**src/rtl/fpcsr_pkg.sv**
```systemverilog
package fpcsr_pkg;
  localparam int unsigned WORD_W   = 32;
  localparam int unsigned NUM_FLAG = 5;
  localparam int unsigned FLAG_LSB = 7;   // status flag field base
  localparam int unsigned MBZ_LSB  = 12;  // start of must-be-zero field
  localparam int unsigned CTL_KEEP = 7;   // control bits kept, standard variant

  typedef enum logic [1:0] {
    RND_NEAR_EVEN = 2'd0,
    RND_TO_ZERO   = 2'd1,
    RND_TO_POS    = 2'd2,
    RND_TO_NEG    = 2'd3
  } rnd_mode_e;

  typedef enum logic {
    SEL_CTRL = 1'b0,
    SEL_STAT = 1'b1
  } reg_sel_e;
endpackage

```
**src/rtl/fpcsr_ctrl_reg.sv**
```systemverilog
module fpcsr_ctrl_reg #(
  parameter int unsigned DW      = 32,
  parameter int unsigned KEEP_LO = 7,
  parameter int unsigned GAP_HI  = 12,
  parameter bit          COMPAT  = 1'b0
) (
  input  logic          clk,
  input  logic          rst_n,
  input  logic          wr_fire,
  input  logic [DW-1:0] wr_data,
  output logic [DW-1:0] ctrl_q
);
  localparam logic [DW-1:0] STD_MASK = {{(DW-KEEP_LO){1'b0}}, {KEEP_LO{1'b1}}};
  localparam logic [DW-1:0] GAP_MASK =
    {{(DW-GAP_HI){1'b0}}, {(GAP_HI-KEEP_LO){1'b1}}, {KEEP_LO{1'b0}}};

  logic [DW-1:0] keep_mask;
  logic [DW-1:0] ctrl_d;

  generate
    if (COMPAT) begin : g_compat
      assign keep_mask = ~GAP_MASK;
    end else begin : g_std
      assign keep_mask = STD_MASK;
    end
  endgenerate

  always_comb begin
    ctrl_d = ctrl_q;
    if (wr_fire) ctrl_d = wr_data & keep_mask;
  end

  always_ff @(posedge clk or negedge rst_n) begin
    if (!rst_n)       ctrl_q <= '0;
    else if (wr_fire) ctrl_q <= ctrl_d;
  end
endmodule

```
**src/rtl/fpcsr_flag_reg.sv**
```systemverilog
module fpcsr_flag_reg #(
  parameter int unsigned NF = 5
) (
  input  logic          clk,
  input  logic          rst_n,
  input  logic          wr_fire,
  input  logic [NF-1:0] wr_flags,
  input  logic [NF-1:0] pulse,
  output logic [NF-1:0] flags_q
);
  logic [NF-1:0] flags_d;
  logic          upd_en;

  // A software write wins over datapath pulses in the same cycle.
  always_comb begin
    if (wr_fire) flags_d = wr_flags;
    else         flags_d = flags_q | pulse;
    upd_en = wr_fire | (|pulse);
  end

  always_ff @(posedge clk or negedge rst_n) begin
    if (!rst_n)      flags_q <= '0;
    else if (upd_en) flags_q <= flags_d;
  end
endmodule

```
**src/rtl/fpcsr_rnd_dec.sv**
```systemverilog
module fpcsr_rnd_dec
  import fpcsr_pkg::*;
(
  input  logic [1:0] ctrl_lo,
  output rnd_mode_e  mode
);
  always_comb begin
    unique case (ctrl_lo)
      2'd0:    mode = RND_NEAR_EVEN;
      2'd1:    mode = RND_TO_ZERO;
      2'd2:    mode = RND_TO_POS;
      default: mode = RND_TO_NEG;
    endcase
  end
endmodule

```
**src/rtl/fpcsr_top.sv**
```systemverilog
module fpcsr_top
  import fpcsr_pkg::*;
#(
  parameter bit COMPAT = 1'b0
) (
  input  logic                clk,
  input  logic                rst_n,
  input  logic                wr_en,
  input  logic                wr_sel,
  input  logic [WORD_W-1:0]   wr_data,
  input  logic                rd_sel,
  output logic [WORD_W-1:0]   rd_data,
  input  logic [NUM_FLAG-1:0] flag_pulse,
  output logic [1:0]          round_mode,
  output logic                mbz_err
);
  localparam int unsigned FLAG_MSB = FLAG_LSB + NUM_FLAG - 1;

  logic                ctrl_fire;
  logic                stat_fire;
  logic                mbz_set;
  logic                err_d;
  logic [WORD_W-1:0]   ctrl_q;
  logic [NUM_FLAG-1:0] flags_q;
  rnd_mode_e           mode;

  assign ctrl_fire = wr_en && (wr_sel == SEL_CTRL);
  assign stat_fire = wr_en && (wr_sel == SEL_STAT);
  assign mbz_set   = |wr_data[WORD_W-1:MBZ_LSB];

  fpcsr_ctrl_reg #(
    .DW(WORD_W), .KEEP_LO(CTL_KEEP), .GAP_HI(MBZ_LSB), .COMPAT(COMPAT)
  ) u_ctrl (
    .clk(clk), .rst_n(rst_n), .wr_fire(ctrl_fire), .wr_data(wr_data), .ctrl_q(ctrl_q)
  );

  fpcsr_flag_reg #(.NF(NUM_FLAG)) u_flags (
    .clk(clk), .rst_n(rst_n), .wr_fire(stat_fire),
    .wr_flags(wr_data[FLAG_MSB:FLAG_LSB]), .pulse(flag_pulse), .flags_q(flags_q)
  );

  fpcsr_rnd_dec u_dec (.ctrl_lo(ctrl_q[1:0]), .mode(mode));
  assign round_mode = mode;

  always_comb begin
    err_d = (stat_fire && mbz_set) || (ctrl_fire && mbz_set && !COMPAT);
  end

  always_ff @(posedge clk or negedge rst_n) begin
    if (!rst_n) mbz_err <= 1'b0;
    else        mbz_err <= err_d;
  end

  always_comb begin
    if (rd_sel == SEL_STAT)
      rd_data = {{(WORD_W-FLAG_MSB-1){1'b0}}, flags_q, {FLAG_LSB{1'b0}}};
    else
      rd_data = ctrl_q;
  end
endmodule

```
**config.mk**
```make
export PLATFORM = sky130hd
export DESIGN_NAME = fpcsr_top
export DESIGN_NICKNAME = d
export VERILOG_FILES = /design/src/rtl/fpcsr_pkg.sv /design/src/rtl/fpcsr_ctrl_reg.sv /design/src/rtl/fpcsr_flag_reg.sv /design/src/rtl/fpcsr_rnd_dec.sv /design/src/rtl/fpcsr_top.sv
export SDC_FILE = /design/constraint.sdc
export NUM_CORES = 1
export LEC_CHECK = 0
export BUFFER_PORTS_ARGS = -buffer_cell sky130_fd_sc_hd__buf_2
export CAP_MARGIN = 0
export CORE_MARGIN = 8
export CORE_UTILIZATION = 32
export DETAILED_ROUTE_END_ITERATION = 7
export GPL_TIMING_DRIVEN = 0
export MAX_ROUTING_LAYER = met4
export PLACE_DENSITY = 0.74
export SLEW_MARGIN = 10
export SYNTH_ARGS = -nofsm -noshare
export SYNTH_HDL_FRONTEND = slang
export SYNTH_SLANG_ARGS = --single-unit
```
**constraint.sdc**
```tcl
create_clock -name clk -period 1 [get_ports clk]
set_clock_uncertainty 0.2 [all_clocks]
set_input_delay 0.2 -clock clk [delete_from_list [all_inputs] [get_ports clk]]
set_output_delay 0.2 -clock clk [all_outputs]
set_load 0.05 [all_outputs]
```
**Word level (Yosys, flattened, before mapping)**

Index checks and enable logic that the tools add are counted.

- Bits in registers: 13
- Bits of input ports: 42
- Output and inout port bits: 35

- Equality and inequality tests: 2
- Mux-type cells: 3
- Bitwise logic cells: 3
- Reductions and logical operators: 8

Operators with widths:

| operator | number |
|---|---|
| 20-bit OR reduction | 1 |
| 12-bit 2-to-1 mux | 1 |
| 2-bit case mux with 3 select lines | 1 |
| 5-bit 2-to-1 mux | 1 |
| 5-bit bitwise OR | 1 |
| 5-bit OR reduction | 1 |
| 1-bit logical AND | 4 |
| 2-bit by 1-bit equality test with 1-bit output, second input constant | 1 |
| 2-bit equality test, second input constant | 1 |
| 2-bit zero test | 1 |
| 1-bit logical OR | 1 |
| 1-bit NOT | 1 |
| 1-bit bitwise OR | 1 |

**Logic depth before layout (Yosys ltp)**

Gate-level depths: netlist of run 1.

- Depth after elaboration: 4
- Mapped depth: 4

**Cells and area by module**

Synthesis of run 1 repeated with hierarchy kept, for this count alone.

- Cells, all modules: 110
- Area, all modules: 1021.0 sq um

By module, submodules not included:

| module | times used | cells each | area each (sq um) | seq. area each (sq um) |
|---|---|---|---|---|
| fpcsr_ctrl_reg | 1 | 41 | 483.0 | 175.2 |
| fpcsr_top | 1 | 46 | 327.8 | 25.0 |
| fpcsr_flag_reg | 1 | 21 | 202.7 | 125.1 |
| fpcsr_rnd_dec | 1 | 2 | 7.5 | 0.0 |

**Worst setup path before layout of run 1**

No wires, ideal clock.

- Path type: input -> output
- Start point: input port rd_sel
- End point: output port rd_data[2]
- Arrival: 1.071 ns
- Path slack: -0.471 ns
- Cell stages on the path: 2
- Buffers on the path: 1
- Path through: clkbuf_1 -> nor2b_1

- Cells in the longest elaborated chain, start to end: 1

RTL lines:

| what | RTL line | RTL |
|---|---|---|
| start, declared | fpcsr_top.sv:11 | `input logic rd_sel,` |
| 12-bit 2-to-1 mux | fpcsr_top.sv:55 | `if (rd_sel == SEL_STAT)` |
| end, declared | fpcsr_top.sv:12 | `output logic [WORD_W-1:0] rd_data,` |

Every way passes these cells.

**Worst setup path in the final report of run 1**

- Start point: register u_ctrl.ctrl_q[1]
- End point: output port rd_data[1]

- Cells in the longest elaborated chain, start to end: 1

RTL lines:

| what | RTL line | RTL |
|---|---|---|
| start, declared | fpcsr_ctrl_reg.sv:11 | `output logic [DW-1:0] ctrl_q` |
| start signal, assigned | fpcsr_ctrl_reg.sv:35 | `else if (wr_fire) ctrl_q <= ctrl_d;` |
| 12-bit 2-to-1 mux | fpcsr_top.sv:55 |  |

Every way passes these cells.

==> results of run 1 <==
[power by group]
part | total, µW | internal, µW | switching [µW]
Clock | 312 | 154 | 158
Combinational | 1040 | 475 | 566
Sequential | 632 | 589 | 43.1
[repair_timing]
item / CTS / global route
pin swaps: 1 / 3
setup buffers: 5 / 5
gates resized for setup: 31 / 15
setup endpoints to repair: 15 / 23
endpoints found under the hold margin: 26 / 13
[how the worst max path moves through the flow]
| stage | end | cells after the start | from |
|---|---|---|---|
| 2_1_floorplan | u_ctrl.ctrl_q[0] | 3 | wr_en |
| 3_3_place_gp | rd_data[10] | 4 | rd_sel |
| 3_5_place_dp | rd_data[8] | 4 | rd_sel |
| 4_1_cts | round_mode[1] | 2 | u_ctrl.ctrl_q[1] |
| 5_1_grt | rd_data[1] | 2 | u_ctrl.ctrl_q[1] |
| 6_report | rd_data[1] | 2 | u_ctrl.ctrl_q[1] |
[Yosys cell counts]
master / number / area share
buf_4: 20 / 0.18
dfrtp_1: 13 / 0.40
mux2_4: 7 / 0.13
nor2b_1: 7 / 0.054
and2_1: 6 / 0.046
nand2_1: 6 / 0.028
nor2_1: 5 / 0.023
nor4_1: 5 / 0.038
o21ai_0: 5 / 0.031
clkbuf_1: 3 / 0.014
buf_2: 1 / 0.0061
buf_6: 1 / 0.014
conb_1: 1 / 0.0046
nand3_1: 1 / 0.0061
nor2b_4: 1 / 0.017
o21a_1: 1 / 0.0092
[critical path, cell delays in order (launching register included)]
cell     delay [ps]
dfrtp_1         390
nor2b_4         160
buf_6           160
[sequential cells by signal (all words and copies together) (netlist names)]
signal and flops:
mbz_err 1, u_ctrl.ctrl_q 7, u_flags.flags_q 5
[routing by layer]
layer	global-route usage	vias up	wire length [µm]
li1	-	401	-
met5	-	-	0
met2	0.187	43	1310
met4	0.0320	0	6
met1	0.123	362	946
met3	0.0419	2	295
[kinds of logic (layout without fill, tap and decap cells)]
family | count (synthesis) | in the layout
flip-flops | 13 | 13
multiplexers | 7 | 7
other | 1 | 20
buffers and inverters | 25 | 93
AO/OA/AOI/OAI | 6 | 6
AND/OR/NAND/NOR | 31 | 31
[per-stage QoR]
stage               worst slack [ps]  cells
detailed placement              -371    188
finish                          -377    200
global placement                -349    188
global route                    -416    200
CTS                             -363    199
floorplan                      -64.1    102
[layout make-up]
cell class / count / area, µm²
Buffer: 25 / 206
Timing Repair Buffer: 64 / 467
Fill cell: 208 / 887
Clock buffer: 4 / 26.3
Multi-Input combinational cell: 64 / 505
Sequential cell: 13 / 325
Tap cell: 30 / 37.5
==> impl_metrics.toml, run 1 <==
[drt]
drt-vias-per-instance = 4.04
drtIter0Drc = 11
avgRoutedWirePerCell_um = 12.8
ant_nets = 0
num_vias = 808
wl_um = 2560
first_pass_iters = 4
drcViolationCount = 0

[die]
num_rows = 18
core-area_um2 = 2450
io_pins = 77
die_w_um = 66.5
start_util = 0.333
die_h_um = 66.5
die_area_um2 = 4430

[sta]
max_freq_mhz = 726
hold_slack_ps = -69.2
setup_violations = 20
rsz0062_at_grt = "true"
finalHoldViolations = 13
fin_crit_ps = 1380
fin_crit_sh = 1.38
setup_ws_ps = -377
finalMaxSlewViolations = 0
fin_setup_tns_ps = -5550

[cells_and_area]
syn2layout_area_growth_pct = 91.9
antennaDiodeCount = 0
stdcell_area_um2 = 1570
fin_util = 0.639
nets = 213
drive_gt1_frac = 0.688
layout_common_cells = "42 x buf_2, 24 x buf_4, 20 x conb_1"
layout.cells.most_common = "buf_2"

[clock_tree]
cts.sinks = 13
cts-root-buf = "clkbuf_4"
clk_pin_slew_ps = 80
cts_hold_buffers = 2
insertion_delay_ps = 270
cts_htree_levels = 1
cts_tree = "yes"
max-clock-path-buffers = 2
numCtsBuffers = 3

[synthesis]
synth_cell_type_count = 16
ys_seq_elements = 13
synth_area_um2 = 817
synth_top_family_by_area = "buffers and inverters"
synthSimpleGateAreaFrac = 0.211
synth-adder-area-share = 0
synth.area.mux_share = 0.129
synthXorXnorAreaFrac = 0
yosys_warnings = 0
avgSynthCellArea_um2 = 9.84
synth-compound-area-share = 0.0398
synth_seq_area_share = 0.398
netlist_instances = 83

[setup_path]
worstSetupEndpointType = "primary output"
start_kind = "flop"
worstReg2RegStart = "u_ctrl.ctrl_q[1]"
path_class = "reg -> out"
worstRegToRegCells = 2
timing.rr.end = "u_ctrl.ctrl_q[1]"
regToRegSetupSlack_ps = -120
arrival_ps = 980
required_ps = 600
crit_fanout = 3

[global_routing]
grt_overflow = 0
antenna_found_initial = 0
grt_pass1_wl_um = 3840
grt_usage = 0.112
grt_pass1_vias = 854
grt_max_degree = 14

[pwr]
p_per_area_nw_per_um2 = 1270
static-leakage-power_uw = 0.000837
p_total_uw = 1990
max-vdd-ir-drop_v = 0.000893

[hold_path]
holdPathStages = 3
hold_class = "in -> reg"
min_from = "wr_data[7]"
whs_endpoint = "u_flags.flags_q[0]"

[place]
dpl.hpwl_um = 2080
placed_area_um2 = 1340
place.gp.congestion = 0.766
io_buffers = 56

[job]
max_cap_violations = 0

[run_status]
outcome = "complete, but fails checks"
violations = "hold timing, setup timing"
(Power assumes the default switching activity.)
==> inputs of run 2 (changes only) <==
--- a/config.mk
+++ b/config.mk
@@ -5,14 +5,14 @@
 export SDC_FILE = /design/constraint.sdc
 export NUM_CORES = 1
 export LEC_CHECK = 0
-export BUFFER_PORTS_ARGS = -buffer_cell sky130_fd_sc_hd__buf_2
 export CAP_MARGIN = 0
 export CORE_MARGIN = 8
-export CORE_UTILIZATION = 32
+export CORE_UTILIZATION = 47
 export DETAILED_ROUTE_END_ITERATION = 7
+export DONT_BUFFER_PORTS = 1
 export GPL_TIMING_DRIVEN = 0
 export MAX_ROUTING_LAYER = met4
-export PLACE_DENSITY = 0.74
+export SKIP_CTS_REPAIR_TIMING = 1
 export SLEW_MARGIN = 10
 export SYNTH_ARGS = -nofsm -noshare
 export SYNTH_HDL_FRONTEND = slang
==> run 2 against run 1 <==
Effect of this change: the flow still finishes with violations (hold timing, setup timing); critical path depth down 1; via count down 20%; sequential power about the same; wire length down 5.7%; register-to-register slack about the same; sequential cell count unchanged; first-iteration DRC count down 45%; final area down 20%; largest power group unchanged; highest routed layer unchanged.
==> impl_metrics.toml, run 2 (same netlist as run 1, synthesis figures left out) <==
[hold_path]
holdPathStages = 1
hold_class = "in -> reg"

[clock_tree]
cts.sinks = 13
clk_pin_slew_ps = 80
insertion_delay_ps = 270
cts_htree_levels = 1
numCtsBuffers = 3
max-clock-path-buffers = 2
cts_tree = "yes"
cts-root-buf = "clkbuf_4"

[drt]
first_pass_iters = 4
avgRoutedWirePerCell_um = 16.9
drcViolationCount = 0
drtIter0Drc = 6
num_vias = 648
wl_um = 2410
drt-vias-per-instance = 4.53
ant_nets = 0

[global_routing]
use_met1 = 0.135
grt_usage = 0.124
grt_max_degree = 14
antenna_found_initial = 0
grt_pass1_wl_um = 3200
grt_use_met3 = 0.0464
use_met2 = 0.199
grt_pass1_vias = 655
grt_most_used_layer = "met2"
grt_overflow = 0

[pwr]
max-vdd-ir-drop_v = 0.000889
p_int_uw = 1070
comb_power_share = 0.458
switching_power_uw = 701
pwr-share-clk = 0.183
p_per_area_nw_per_um2 = 1410
p_total_uw = 1770
seqPwrFrac = 0.359
static-leakage-power_uw = 0.000623
p_sw_frac = 0.397

[setup_path]
worstSetupEndpointType = "primary output"
crit_family = "flip-flops"
worstRegToRegCells = 2
path_buf_inv = 0
critPathSlowestCell = "dfrtp_1"
path_class = "reg -> out"
required_ps = 600
critPathMaxStageDelay_ps = 380
crit_fanout = 3
arrival_ps = 1000
path_cells = "nor2b_4"
start_kind = "flop"
crit_cells = 1

[sta]
hold_slack_ps = -127
max_freq_mhz = 715
setup_ws_ps = -399
relSlewSlack = 0.614
fin_crit_sh = 1.40
finalMaxSlewViolations = 0
rsz0062_at_grt = "true"
worst_slew_pin_slew_ps = 578
fin_setup_tns_ps = -5180
setup_violations = 21
fin_crit_ps = 1400
finalHoldViolations = 8

[place]
dp_slack_ps = -97.5
io_buffers = 0
dpl.hpwl_um = 1770
placed_area_um2 = 1040
place.gp.congestion = 0.639

[die]
io_pins = 77
core-area_um2 = 1690
die_area_um2 = 3330
die_h_um = 57.7
die_w_um = 57.7
num_rows = 15
start_util = 0.484

[cells_and_area]
regArea_um2 = 327
layout_common_cells = "28 x buf_4, 20 x conb_1, 12 x dlygate4sd3_1, 12 x dfrtp_1, 8 x nor2b_4"
syn2layout_area_growth_pct = 53.4
fin_util = 0.742
largest_reg_flops = 7
num-fill-cells = 126
nets = 169
drive_gt1_frac = 0.484
antennaDiodeCount = 0
multi_input_area_um2 = 489
top_regs = "u_ctrl.ctrl_q x7, u_flags.flags_q x5, mbz_err x1"
layout.cells.most_common = "buf_4"
regMostFlops = "u_ctrl.ctrl_q"
stdcell_area_um2 = 1250

[run_status]
violations = "hold timing, setup timing"
outcome = "complete, but fails checks"

[job]
max_cap_violations = 0
[run 2: area by class of cell]
type,instances,share of cell area
buffer,25,0.168
clock buffer,4,0.0210
sequential,13,0.260
timing repair buffer,20,0.144
tap,17,0.0170
multi-input combinational,64,0.390
[run 2: worst paths after layout]
check | start | end | slack, ps
min in group asynchronous | rst_n | u_ctrl.ctrl_q[2] | 160
setup / recovery | u_ctrl.ctrl_q[1] | rd_data[1] | -400
setup reg to reg | u_ctrl.ctrl_q[1] | u_ctrl.ctrl_q[1] | -110
max in group asynchronous | rst_n | mbz_err | 20
hold reg to reg | u_ctrl.ctrl_q[4] | u_ctrl.ctrl_q[4] | 330
hold / removal | wr_data[2] | u_ctrl.ctrl_q[2] | -130
[run 2: per-layer routing]
layer	vias to the layer above	wire length, µm	share of wire
li1	312	-	-
met1	287	906	0.38
met2	47	1260	0.52
met3	2	229	0.095
met4	0	14	0.0058
met5	-	0	0
[run 2: through the flow]
step	std cells	hold slack (ps)
2_1_floorplan	102	-296
3_3_place_gp	119	-295
3_5_place_dp	119	-295
4_1_cts	123	-589
5_1_grt	143	-145
6_report	143	-127
[run 2: power by group through the flow]
stage                     Combinational (µW)  Sequential [µW]  Clock, µW
after CTS                                689              636        328
after global placement                   684              640          0
after floorplan                          662              633          0
final                                    809              635        323
after detailed placement                 686              643          0
after global routing                     845              643        360
==> inputs of run 3 (changes only) <==
--- a/config.mk
+++ b/config.mk
@@ -7,12 +7,14 @@
 export LEC_CHECK = 0
 export CAP_MARGIN = 0
 export CORE_MARGIN = 8
-export CORE_UTILIZATION = 47
+export CORE_UTILIZATION = 54
 export DETAILED_ROUTE_END_ITERATION = 7
 export DONT_BUFFER_PORTS = 1
 export GPL_TIMING_DRIVEN = 0
 export MAX_ROUTING_LAYER = met4
+export PLACE_DENSITY = 0.72
 export SKIP_CTS_REPAIR_TIMING = 1
+export SKIP_LAST_GASP = 1
 export SLEW_MARGIN = 10
 export SYNTH_ARGS = -nofsm -noshare
 export SYNTH_HDL_FRONTEND = slang
==> constraint.sdc (replaced) <==
create_clock -name clk -period 1.2 [get_ports clk]
set_clock_uncertainty 0.2 [all_clocks]
set_input_delay 0.24 -clock clk [delete_from_list [all_inputs] [get_ports clk]]
set_output_delay 0.24 -clock clk [all_outputs]
set_load 0.05 [all_outputs]
==> run 3 against run 2 <==
Effect of this change: the run still ends with hold timing, setup timing left; clock power is 17% lower; wire length is 11% higher; worst hold slack gained 78 ps; worst setup slack gained 130 ps; critical path depth is the same; die area fell by 9.5%; core utilization increased by 11 points; final cell count up 1.4%; power decreased by 16%; non-clock buffer count is 3 higher; critical path type unchanged.
==> impl_metrics.toml, run 3 (same netlist as run 1, synthesis figures left out) <==
[run_status]
outcome = "complete, but fails checks"
violations = "hold timing, setup timing"

[cells_and_area]
largest_reg_flops = 7
layout_common_cells = "25 x buf_4, 20 x conb_1, 18 x dlygate4sd3_1"
antennaDiodeCount = 0
num-fill-cells = 75
layout.cells.most_common = "buf_4"
multi_input_area_um2 = 450
stdcell_area_um2 = 1230
regArea_um2 = 327
nets = 172
top_regs = "u_ctrl.ctrl_q x7, u_flags.flags_q x5, mbz_err x1"
regMostFlops = "u_ctrl.ctrl_q"
syn2layout_area_growth_pct = 50.8
drive_gt1_frac = 0.419

[sta]
setup_ws_ps = -267
fin_crit_sh = 1.22
relSlewSlack = 0.599
fin_crit_ps = 1470
fin_setup_tns_ps = -2660
rsz0062_at_grt = "true"
finalMaxSlewViolations = 0
worst_slew_pin_slew_ps = 600
finalHoldViolations = 2
hold_slack_ps = -49.5
max_freq_mhz = 682
setup_violations = 15

[drt]
avgRoutedWirePerCell_um = 18.5
drcViolationCount = 0
drtIter0Drc = 16
ant_nets = 0
num_vias = 709
first_pass_iters = 4
drt-vias-per-instance = 4.89
wl_um = 2680

[global_routing]
antenna_found_initial = 0
grt_most_used_layer = "met2"
use_met1 = 0.135
grt_overflow = 0
grt_usage = 0.123
grt_max_degree = 14
grt_pass1_vias = 578
grt_use_met3 = 0.0294
grt_pass1_wl_um = 2640
use_met2 = 0.200

[setup_path]
crit_family = "flip-flops"
regToRegSetupSlack_ps = 70
worstSetupEndpointType = "primary output"
crit_fanout = 3
path_cells = "nor2b_4"
critPathSlowestCell = "dfrtp_1"
path_class = "reg -> out"
path_buf_inv = 0
timing.rr.end = "u_ctrl.ctrl_q[1]"
worstRegToRegCells = 2
worstReg2RegStart = "u_ctrl.ctrl_q[1]"
critPathMaxStageDelay_ps = 400
crit_cells = 1
required_ps = 760
arrival_ps = 1030
start_kind = "flop"

[die]
core-area_um2 = 1450
die_w_um = 54.9
die_area_um2 = 3010
num_rows = 14
io_pins = 77
die_h_um = 54.9
start_util = 0.562

[clock_tree]
max-clock-path-buffers = 2
numCtsBuffers = 3
cts_tree = "yes"
cts.sinks = 13
cts-root-buf = "clkbuf_4"
cts_htree_levels = 1
clk_pin_slew_ps = 80
insertion_delay_ps = 270

[pwr]
static-leakage-power_uw = 0.000622
p_per_area_nw_per_um2 = 1200
max-vdd-ir-drop_v = 0.000863

[place]
placed_area_um2 = 953
place.gp.congestion = 0.624
dpl.hpwl_um = 1650
io_buffers = 0

[hold_path]
holdPathStages = 2
whs_endpoint = "u_flags.flags_q[3]"
hold_class = "in -> reg"
min_from = "flag_pulse[3]"

[job]
max_cap_violations = 0
==> run 3: cell count changes in the layout (fill, tap and decap cells not counted), moves of 2 or more <==
| cell | delta |
|---|---|
| nor4_1 | +3 |
| dlygate4sd3_1 | +6 |
| nor4_4 | -2 |
| buf_4 | -3 |
| buf_2 | +2 |
==> run 3: metal layers <==
layer	vias to the layer above	part of all wire	wire length [µm]
li1	319	-	-
met1	335	0.36	965
met2	49	0.53	1430
met3	6	0.084	225
met4	0	0.022	58
met5	-	0	0
==> run 3: final cells by class <==
| cell class | instances | area share |
|---|---|---|
| Clock buffer | 4 | 0.0213 |
| Tap cell | 16 | 0.0162 |
| Buffer | 25 | 0.155 |
| Timing Repair Buffer | 23 | 0.177 |
| Sequential cell | 13 | 0.265 |
| Multi-Input combinational cell | 64 | 0.365 |
==> run 3: worst max path at each step <==
stage                                 from         end  slack, ps
final                     u_ctrl.ctrl_q[1]  rd_data[1]       -270
after global routing      u_ctrl.ctrl_q[1]  rd_data[1]       -290
after CTS                 u_ctrl.ctrl_q[3]  rd_data[3]       -380
after detailed placement            rd_sel  rd_data[6]       -210
after global placement              rd_sel  rd_data[6]       -200
after floorplan                     rd_sel  rd_data[3]       -120
==> run 3: stage by stage <==
step	utilization	power [µW]	setup slack, ps	instances
finish	0.848	1480	-267	145
global route	0.848	1530	-287	145
CTS	0.674	1330	-377	122
detailed placement	0.656	1070	-209	118
global placement	0.656	1060	-203	118
floorplan	-	1040	-125	102
==> run 3: worst register-to-register path, delay by kind of cell (launching register included) <==
kind	cells	cell delay, ps
buffers and inverters	1	150
flip-flops	1	420
multiplexers	1	260
==> run 3: power by group <==
group	internal, µW	switching (µW)
registers	491	42.7
clock network	129	139
logic	259	417
